[config.mk]
export PLATFORM = sky130hd
export DESIGN_NAME = msix_vector_unit
export DESIGN_NICKNAME = d
export VERILOG_FILES = /design/src/rtl/msix_pkg.sv /design/src/rtl/msix_table_regs.sv /design/src/rtl/msix_pend_bits.sv /design/src/rtl/msix_dispatch.sv /design/src/rtl/msix_vector_unit.sv
export SDC_FILE = /design/constraint.sdc
export NUM_CORES = 2
export LEC_CHECK = 0
export BUFFER_PORTS_ARGS = -buffer_cell sky130_fd_sc_hd__buf_4
export CAP_MARGIN = 30
export CORE_MARGIN = 2
export CORE_UTILIZATION = 30
export DETAILED_ROUTE_END_ITERATION = 10
export PLACE_DENSITY = 0.5
export RECOVER_POWER = 50
export SKIP_CTS_REPAIR_TIMING = 1
export SYNTH_ARGS = -nofsm -noshare
export SYNTH_HDL_FRONTEND = slang
export SYNTH_HIERARCHICAL = 1
export SYNTH_SLANG_ARGS = --single-unit
export TNS_END_PERCENT = 20
[constraint.sdc]
create_clock -name clk -period 4.2 [get_ports clk]
set_clock_uncertainty 0.15 [all_clocks]
set_input_delay 0.63 -clock clk [delete_from_list [all_inputs] [get_ports clk]]
set_output_delay 0.63 -clock clk [all_outputs]
set_load 0.01 [all_outputs]
[src/rtl/msix_pkg.sv]
// Shared definitions for the vector table unit: word selectors inside a
// table entry and the window split between table and pending area.
package msix_pkg;
    typedef enum logic [1:0] {
        W_ADDR_LO = 2'd0,
        W_ADDR_HI = 2'd1,
        W_DATA    = 2'd2,
        W_CTRL    = 2'd3
    } entry_word_e;

    // Window offset bit that selects the pending area (offset 0x800 and up).
    localparam int PEND_AREA_BIT = 11;
    // Bit of the control word that masks the vector.
    localparam int CTRL_MASK_BIT = 0;
endpackage

[src/rtl/msix_table_regs.sv]
// Vector table storage and register access.
// Holds four 32-bit words per vector and serves full-word reads and writes
// from the register port. It also returns the pending bits for reads in the
// pending area. Assumes NUM_VEC <= 128, so that the table fits below 0x800.
// Reads take one cycle. Accesses without a full strobe are dropped.
module msix_table_regs
    import msix_pkg::*;
#(
    parameter int NUM_VEC = 8
) (
    input  logic                      clk,
    input  logic                      rst_n,
    input  logic                      wr_en,
    input  logic                      rd_en,
    input  logic [11:0]               addr,
    input  logic [3:0]                strb,
    input  logic [31:0]               wdata,
    input  logic [NUM_VEC-1:0]        pend,
    output logic [31:0]               rdata,
    output logic                      rvalid,
    output logic [NUM_VEC-1:0][31:0]  tbl_lo,
    output logic [NUM_VEC-1:0][31:0]  tbl_hi,
    output logic [NUM_VEC-1:0][31:0]  tbl_data,
    output logic [NUM_VEC-1:0]        vmask
);
    localparam int PEND_WORDS = (NUM_VEC + 31) / 32;
    localparam int PEND_PAD   = PEND_WORDS * 32;

    logic [NUM_VEC-1:0][31:0] tbl_ctrl;
    logic                     full_word;
    logic                     in_pend;
    logic [6:0]               vec_sel;
    entry_word_e              word_sel;
    logic [8:0]               pword_sel;
    logic [PEND_PAD-1:0]      pend_pad;
    logic [31:0]              rd_tbl;
    logic [31:0]              rd_pend;

    assign full_word = (strb == 4'b1111);
    assign in_pend   = addr[PEND_AREA_BIT];
    assign vec_sel   = addr[10:4];
    assign word_sel  = entry_word_e'(addr[3:2]);
    assign pword_sel = addr[10:2];
    assign pend_pad  = PEND_PAD'(pend);

    // Table word storage, written only by full-word writes to implemented entries.
    always_ff @(posedge clk) begin
        if (!rst_n) begin
            tbl_lo   <= '0;
            tbl_hi   <= '0;
            tbl_data <= '0;
            tbl_ctrl <= '0;
        end else if (wr_en && full_word && !in_pend) begin
            for (int v = 0; v < NUM_VEC; v++) begin
                if (vec_sel == 7'(v)) begin
                    case (word_sel)
                        W_ADDR_LO: tbl_lo[v]   <= wdata;
                        W_ADDR_HI: tbl_hi[v]   <= wdata;
                        W_DATA:    tbl_data[v] <= wdata;
                        default:   tbl_ctrl[v] <= wdata;
                    endcase
                end
            end
        end
    end

    // Per-vector mask bits taken from the control words.
    always_comb begin
        for (int v = 0; v < NUM_VEC; v++) vmask[v] = tbl_ctrl[v][CTRL_MASK_BIT];
    end

    // Table read mux; unimplemented entries give zero.
    always_comb begin
        rd_tbl = '0;
        for (int v = 0; v < NUM_VEC; v++) begin
            if (vec_sel == 7'(v)) begin
                case (word_sel)
                    W_ADDR_LO: rd_tbl = tbl_lo[v];
                    W_ADDR_HI: rd_tbl = tbl_hi[v];
                    W_DATA:    rd_tbl = tbl_data[v];
                    default:   rd_tbl = tbl_ctrl[v];
                endcase
            end
        end
    end

    // Pending area read mux; words past the implemented bits give zero.
    always_comb begin
        rd_pend = '0;
        for (int k = 0; k < PEND_WORDS; k++) begin
            if (pword_sel == 9'(k)) rd_pend = pend_pad[k*32 +: 32];
        end
    end

    // Registered read data, one cycle after the request.
    always_ff @(posedge clk) begin
        if (!rst_n) begin
            rdata  <= '0;
            rvalid <= 1'b0;
        end else begin
            rvalid <= rd_en;
            if (rd_en) rdata <= !full_word ? 32'd0 : (in_pend ? rd_pend : rd_tbl);
        end
    end

    AST_RVALID_FOLLOWS_RD: assert property (@(posedge clk) disable iff (!rst_n)
        rvalid |-> $past(rd_en));
endmodule

[src/rtl/msix_pend_bits.sv]
// Pending-bit array.
// Detects rising request levels and sets the matching pending bits. It
// clears a bit when the dispatcher reports the acceptance of that vector's
// message. A set in the same cycle as a clear wins, so a new edge is kept.
module msix_pend_bits #(
    parameter int NUM_VEC = 8,
    localparam int IDX_W  = (NUM_VEC > 1) ? $clog2(NUM_VEC) : 1
) (
    input  logic               clk,
    input  logic               rst_n,
    input  logic [NUM_VEC-1:0] irq_lvl,
    input  logic               clr_en,
    input  logic [IDX_W-1:0]   clr_idx,
    output logic [NUM_VEC-1:0] pend
);
    logic [NUM_VEC-1:0] lvl_q;
    logic [NUM_VEC-1:0] rise;
    logic [NUM_VEC-1:0] clr_vec;

    assign rise = irq_lvl & ~lvl_q;

    // One-hot clear vector from the accepted message index.
    always_comb begin
        for (int i = 0; i < NUM_VEC; i++) clr_vec[i] = clr_en && (clr_idx == IDX_W'(i));
    end

    // Level history and pending state.
    always_ff @(posedge clk) begin
        if (!rst_n) begin
            lvl_q <= '0;
            pend  <= '0;
        end else begin
            lvl_q <= irq_lvl;
            pend  <= (pend & ~clr_vec) | rise;
        end
    end

    AST_CLEAR_ONLY_PENDING: assert property (@(posedge clk) disable iff (!rst_n)
        clr_en |-> |(pend & clr_vec));
endmodule

[src/rtl/msix_dispatch.sv]
// Message dispatcher.
// Picks the lowest-index vector that is pending, not masked per vector, and
// allowed by the function enable and mask. It latches that vector's address
// and data into the output register and holds them until ready. Acceptance
// is reported back so that the pending bit can be cleared. A held message
// is not withdrawn if the vector is masked while it waits.
module msix_dispatch #(
    parameter int NUM_VEC = 8,
    localparam int IDX_W  = (NUM_VEC > 1) ? $clog2(NUM_VEC) : 1
) (
    input  logic                     clk,
    input  logic                     rst_n,
    input  logic                     fn_enable,
    input  logic                     fn_mask,
    input  logic [NUM_VEC-1:0]       pend,
    input  logic [NUM_VEC-1:0]       vmask,
    input  logic [NUM_VEC-1:0][31:0] tbl_lo,
    input  logic [NUM_VEC-1:0][31:0] tbl_hi,
    input  logic [NUM_VEC-1:0][31:0] tbl_data,
    output logic                     msg_valid,
    input  logic                     msg_ready,
    output logic [63:0]              msg_addr,
    output logic [31:0]              msg_data,
    output logic                     clr_en,
    output logic [IDX_W-1:0]         clr_idx
);
    logic [NUM_VEC-1:0] elig;
    logic               found;
    logic [IDX_W-1:0]   sel;
    logic [IDX_W-1:0]   idx_q;

    assign elig = pend & ~vmask & {NUM_VEC{fn_enable & ~fn_mask}};

    // Lowest-index priority pick among eligible vectors.
    always_comb begin
        found = 1'b0;
        sel   = '0;
        for (int i = 0; i < NUM_VEC; i++) begin
            if (elig[i] && !found) begin
                found = 1'b1;
                sel   = IDX_W'(i);
            end
        end
    end

    // Output register: load when idle, release on acceptance.
    always_ff @(posedge clk) begin
        if (!rst_n) begin
            msg_valid <= 1'b0;
            msg_addr  <= '0;
            msg_data  <= '0;
            idx_q     <= '0;
        end else if (msg_valid) begin
            if (msg_ready) msg_valid <= 1'b0;
        end else if (found) begin
            msg_valid <= 1'b1;
            msg_addr  <= {tbl_hi[sel], tbl_lo[sel][31:2], 2'b00};
            msg_data  <= tbl_data[sel];
            idx_q     <= sel;
        end
    end

    assign clr_en  = msg_valid && msg_ready;
    assign clr_idx = idx_q;

    AST_HOLD_UNTIL_READY: assert property (@(posedge clk) disable iff (!rst_n)
        (msg_valid && !msg_ready) |=> (msg_valid && $stable(msg_addr) && $stable(msg_data)));
    AST_ADDR_ALIGNED: assert property (@(posedge clk) disable iff (!rst_n)
        msg_valid |-> (msg_addr[1:0] == 2'b00));
    AST_SEND_WHEN_ALLOWED: assert property (@(posedge clk) disable iff (!rst_n)
        $rose(msg_valid) |-> $past(fn_enable && !fn_mask));
endmodule

[src/rtl/msix_vector_unit.sv]
// Top of the message-signalled interrupt vector unit.
// Connects the table registers, the pending array and the dispatcher.
// Assumes that the enable and mask inputs come from configuration-space logic
// outside the block, and that 1 <= NUM_VEC <= 128.
module msix_vector_unit #(
    parameter int NUM_VEC = 8
) (
    input  logic               clk,
    input  logic               rst_n,
    input  logic               fn_enable,
    input  logic               fn_mask,
    input  logic               mmio_wr_en,
    input  logic               mmio_rd_en,
    input  logic [11:0]        mmio_addr,
    input  logic [3:0]         mmio_strb,
    input  logic [31:0]        mmio_wdata,
    output logic [31:0]        mmio_rdata,
    output logic               mmio_rvalid,
    input  logic [NUM_VEC-1:0] irq_lvl,
    output logic               msg_valid,
    input  logic               msg_ready,
    output logic [63:0]        msg_addr,
    output logic [31:0]        msg_data
);
    localparam int IDX_W = (NUM_VEC > 1) ? $clog2(NUM_VEC) : 1;

    logic [NUM_VEC-1:0][31:0] tbl_lo;
    logic [NUM_VEC-1:0][31:0] tbl_hi;
    logic [NUM_VEC-1:0][31:0] tbl_data;
    logic [NUM_VEC-1:0]       vmask;
    logic [NUM_VEC-1:0]       pend;
    logic                     clr_en;
    logic [IDX_W-1:0]         clr_idx;

    msix_table_regs #(.NUM_VEC(NUM_VEC)) u_regs (
        .clk(clk), .rst_n(rst_n),
        .wr_en(mmio_wr_en), .rd_en(mmio_rd_en), .addr(mmio_addr),
        .strb(mmio_strb), .wdata(mmio_wdata), .pend(pend),
        .rdata(mmio_rdata), .rvalid(mmio_rvalid),
        .tbl_lo(tbl_lo), .tbl_hi(tbl_hi), .tbl_data(tbl_data), .vmask(vmask)
    );

    msix_pend_bits #(.NUM_VEC(NUM_VEC)) u_pend (
        .clk(clk), .rst_n(rst_n), .irq_lvl(irq_lvl),
        .clr_en(clr_en), .clr_idx(clr_idx), .pend(pend)
    );

    msix_dispatch #(.NUM_VEC(NUM_VEC)) u_disp (
        .clk(clk), .rst_n(rst_n), .fn_enable(fn_enable), .fn_mask(fn_mask),
        .pend(pend), .vmask(vmask),
        .tbl_lo(tbl_lo), .tbl_hi(tbl_hi), .tbl_data(tbl_data),
        .msg_valid(msg_valid), .msg_ready(msg_ready),
        .msg_addr(msg_addr), .msg_data(msg_data),
        .clr_en(clr_en), .clr_idx(clr_idx)
    );
endmodule

==> summary.txt <==
Worst path buffer plus inverter count - 3
Max incr delay on CP - 1.38 ns
H-tree Lvls - 4
Power per cell area - 396 nW/um2
Max Cap Viol - 1
Clock Tree Buf Depth - 3
Sum Neg Setup Slack - 0 ns
Final Hold Fails - 0
Status - finished, violations left
Worst hold path class - input port to flip-flop
Synth Instances - 7192
Via count - 55000
Synth area leader - dfxtp_1
Slowest cell on the critical path - clkbuf_1
Number of global-route vias before repair - 50700
Flop pwr share - 44.8%
Clock latency on the worst-skew pair - 0.80 ns
Die width - 434 um
Cell mode on critical path - clkbuf_1
CTS Root Cell - clkbuf_16
CTS tree - yes
Synth top area share - 42.3%
Synthesized cell area - 55500 um2
Worst-path clk slew - 0.06 ns
GRT overflow - 0
Worst rel slew slack - -25.7%
Number of flops mapped to enable cells by yosys - 0
I/O pins - 193
Layout Area Growth over Synthesis - 15.5%
Crit path max-delay family - buffers and inverters
Setup crit start - mmio_addr[9]
Post-Syn Area per Cell - 7.71 um2
Port-buffer cells - 188
Violated checks - max-capacitance violations, max-slew violations
Reg-to-Reg Start - u_regs/vmask[4]$_SDFFE_PN0P_
Post-route minimum period - 4.14 ns
# rows - 157
Slew @ Worst Pin - 1.89 ns
DRT Pass-1 Iters - 6
Total Wirelength - 277000 um
Initial Util - 30.2%
Worst Path Max Fanout - 16
Layout cells sized above 1 - 12.4%
Routed WL per cell - 28.6 um
Synth top area cells - dfxtp_1 (42%), nand2_1 (18%), a21oi_1 (11%), mux4_2 (9.1%), clkbuf_1 (3.4%)
VDD IR-drop max - 0.000339 V
Crit Path Class - input port to flip-flop
Switch Pwr - 6820 uW
CP required - 4.76 ns
DP HPWL - 176000 um
Post-synth cell types - 63
Initial antenna violation count - 27
Net Sw Frac - 26.9%
Placer Congestion - 0.903
Comb pwr share - 8.5%
Via-to-Cell Ratio - 5.67
RSZ-0062 raised after global routing - no
Nature of the critical path endpoint - flip-flop
Pin count of the biggest net entering global routing - 186
Global Route Usage Sum - 28.5%
Internal power - 18500 uW
CP Data Arrival Time - 4.70 ns
Tcrit/Tclk final - 98.5%
Initial DRC Count - 7495
Fillers - 19300
Post-synth top cells - nand2_1 (2663), a21oi_1 (1189), dfxtp_1 (1171)
NumNets Final - 7186
Core box area - 183000 um2
Yosys Warn Count - 6
Clock power frac - 46.7%
Startpoint Class - input port
First-pass GRT wire length - 385000 um
Full die area - 188000 um2
Finished Core Util - 34.9%
Post-route ant nets - 0
Die Ht - 434 um
# DRC - 0
Prevailing post-synth register cell - dfxtp_1
Crit-path cells - clkbuf_1, nor4_4, clkbuf_1, nand3_1, buf_4, nor2_1, o31ai_1, o211ai_1
Pleak - 0.0208 uW
Achievable frequency - 242 MHz
Max Slew Vio Count - 17
CTS sink cnt - 1171
Most frequent cell after synthesis - nand2_1
Ys async rst share - 0%
Min-delay src - mmio_wdata[16]
CTS Buf Count - 133
Register area share after synthesis - 42.3%
Synth Register Bits - 1171
Final setup vio count - 0
## per-stage QoR
step | std cells | setup slack [ns] | hold WS, ns | area (um2) | total power (uW)
2_1_floorplan | 7193 | 1.42 | 0.279 | 55500 | 12700
3_5_place_dp | 9444 | 0.465 | 0.291 | 60300 | 13800
5_1_grt | 9689 | 0.322 | 0.0957 | 64000 | 26000
4_1_cts | 9673 | 0.837 | -0.147 | 64600 | 25500
3_3_place_gp | 9443 | 0.491 | 0.285 | 60300 | 13800
6_report | 9693 | 0.0632 | 0.103 | 64000 | 25300
## placed cells by master (no fill, tap or decap), types with 55 or more instances in the layout
| cell | n |
|---|---|
| o21ai_0 | 134 |
| clkbuf_1 | 163 |
| nor3_1 | 109 |
| nand3_1 | 252 |
| mux4_2 | 224 |
| a21oi_1 | 1188 |
| inv_1 | 73 |
| nor2_1 | 56 |
| clkbuf_16 | 134 |
| dfxtp_1 | 1171 |
| buf_4 | 254 |
| mux2i_1 | 136 |
| buf_12 | 55 |
| nand2_1 | 2660 |
| o22ai_1 | 96 |
## per-layer routing
layer	GRT usage (%)	part of all wire (%)
met1	38.0	40
met5	0	0.023
met4	14.2	5.6
met3	6.56	11
met2	43.0	43
## registers in the layout, indices dropped and copies added (netlist names)
signal	count
u_regs/tbl_hi	256
u_disp/msg_data	32
u_disp/msg_addr	62
u_regs/tbl_lo	256
u_regs/rvalid	1
u_regs/rdata	32
u_regs/tbl_data	256
u_regs/tbl_ctrl	248
u_regs/vmask	8
u_disp/msg_valid	1
u_disp/clr_idx	3
u_pend/lvl_q	8
u_pend/pend	8
## power groups by stage
stage               combinational (uW)  sequential [uW]  clock (uW)
global placement                  2180            11600           0
finish                            2160            11400       11800
detailed placement                2180            11600           0
CTS                               2190            11400       11900
global route                      2240            11400       12400
floorplan                         1130            11500           0
## area by class of cell
type | instances | area (um2) | area share [%]
inverter | 74 | 285 | 0.445
sequential | 1171 | 23400 | 36.6
timing repair buffer | 492 | 3850 | 6.02
antenna | 12 | 30.0 | 0.0469
multi-input combinational | 5251 | 29100 | 45.4
clock inverter | 40 | 438 | 0.684
tap | 2464 | 3080 | 4.81
clock buffer | 189 | 3850 | 6.01
## logic make-up (layout without fill, tap and decap cells)
| family | Yosys count | after routing | share of synthesized area [%] |
|---|---|---|---|
| muxes | 408 | 408 | 12.5 |
| buffers and inverters | 771 | 795 | 5.86 |
| and+or+nand+nor | 3235 | 3235 | 23.6 |
| DFF | 1171 | 1171 | 42.3 |
| AOI/OAI and AO/OA | 1606 | 1606 | 15.7 |
| other | 1 | 14 | 0.00676 |
## worst min-delay path, cell delays in order
cell and delay, ns:
buf_4 0.22, nand2_1 0.10, a21oi_1 0.05
## final timing paths
path | to | slack, ns | depth (start not counted)
max reg2reg | u_disp/msg_data[13]$_SDFFE_PN0P_ | 0.64 | 8
min | u_regs/tbl_lo[240]$_SDFFE_PN0P_ | 0.10 | 3
min reg2reg | u_regs/tbl_ctrl[99]$_SDFFE_PN0P_ | 0.30 | 2
max | u_regs/rdata[25]$_SDFFE_PN0P_ | 0.06 | 8
Power figures use the tool's default switching activity.
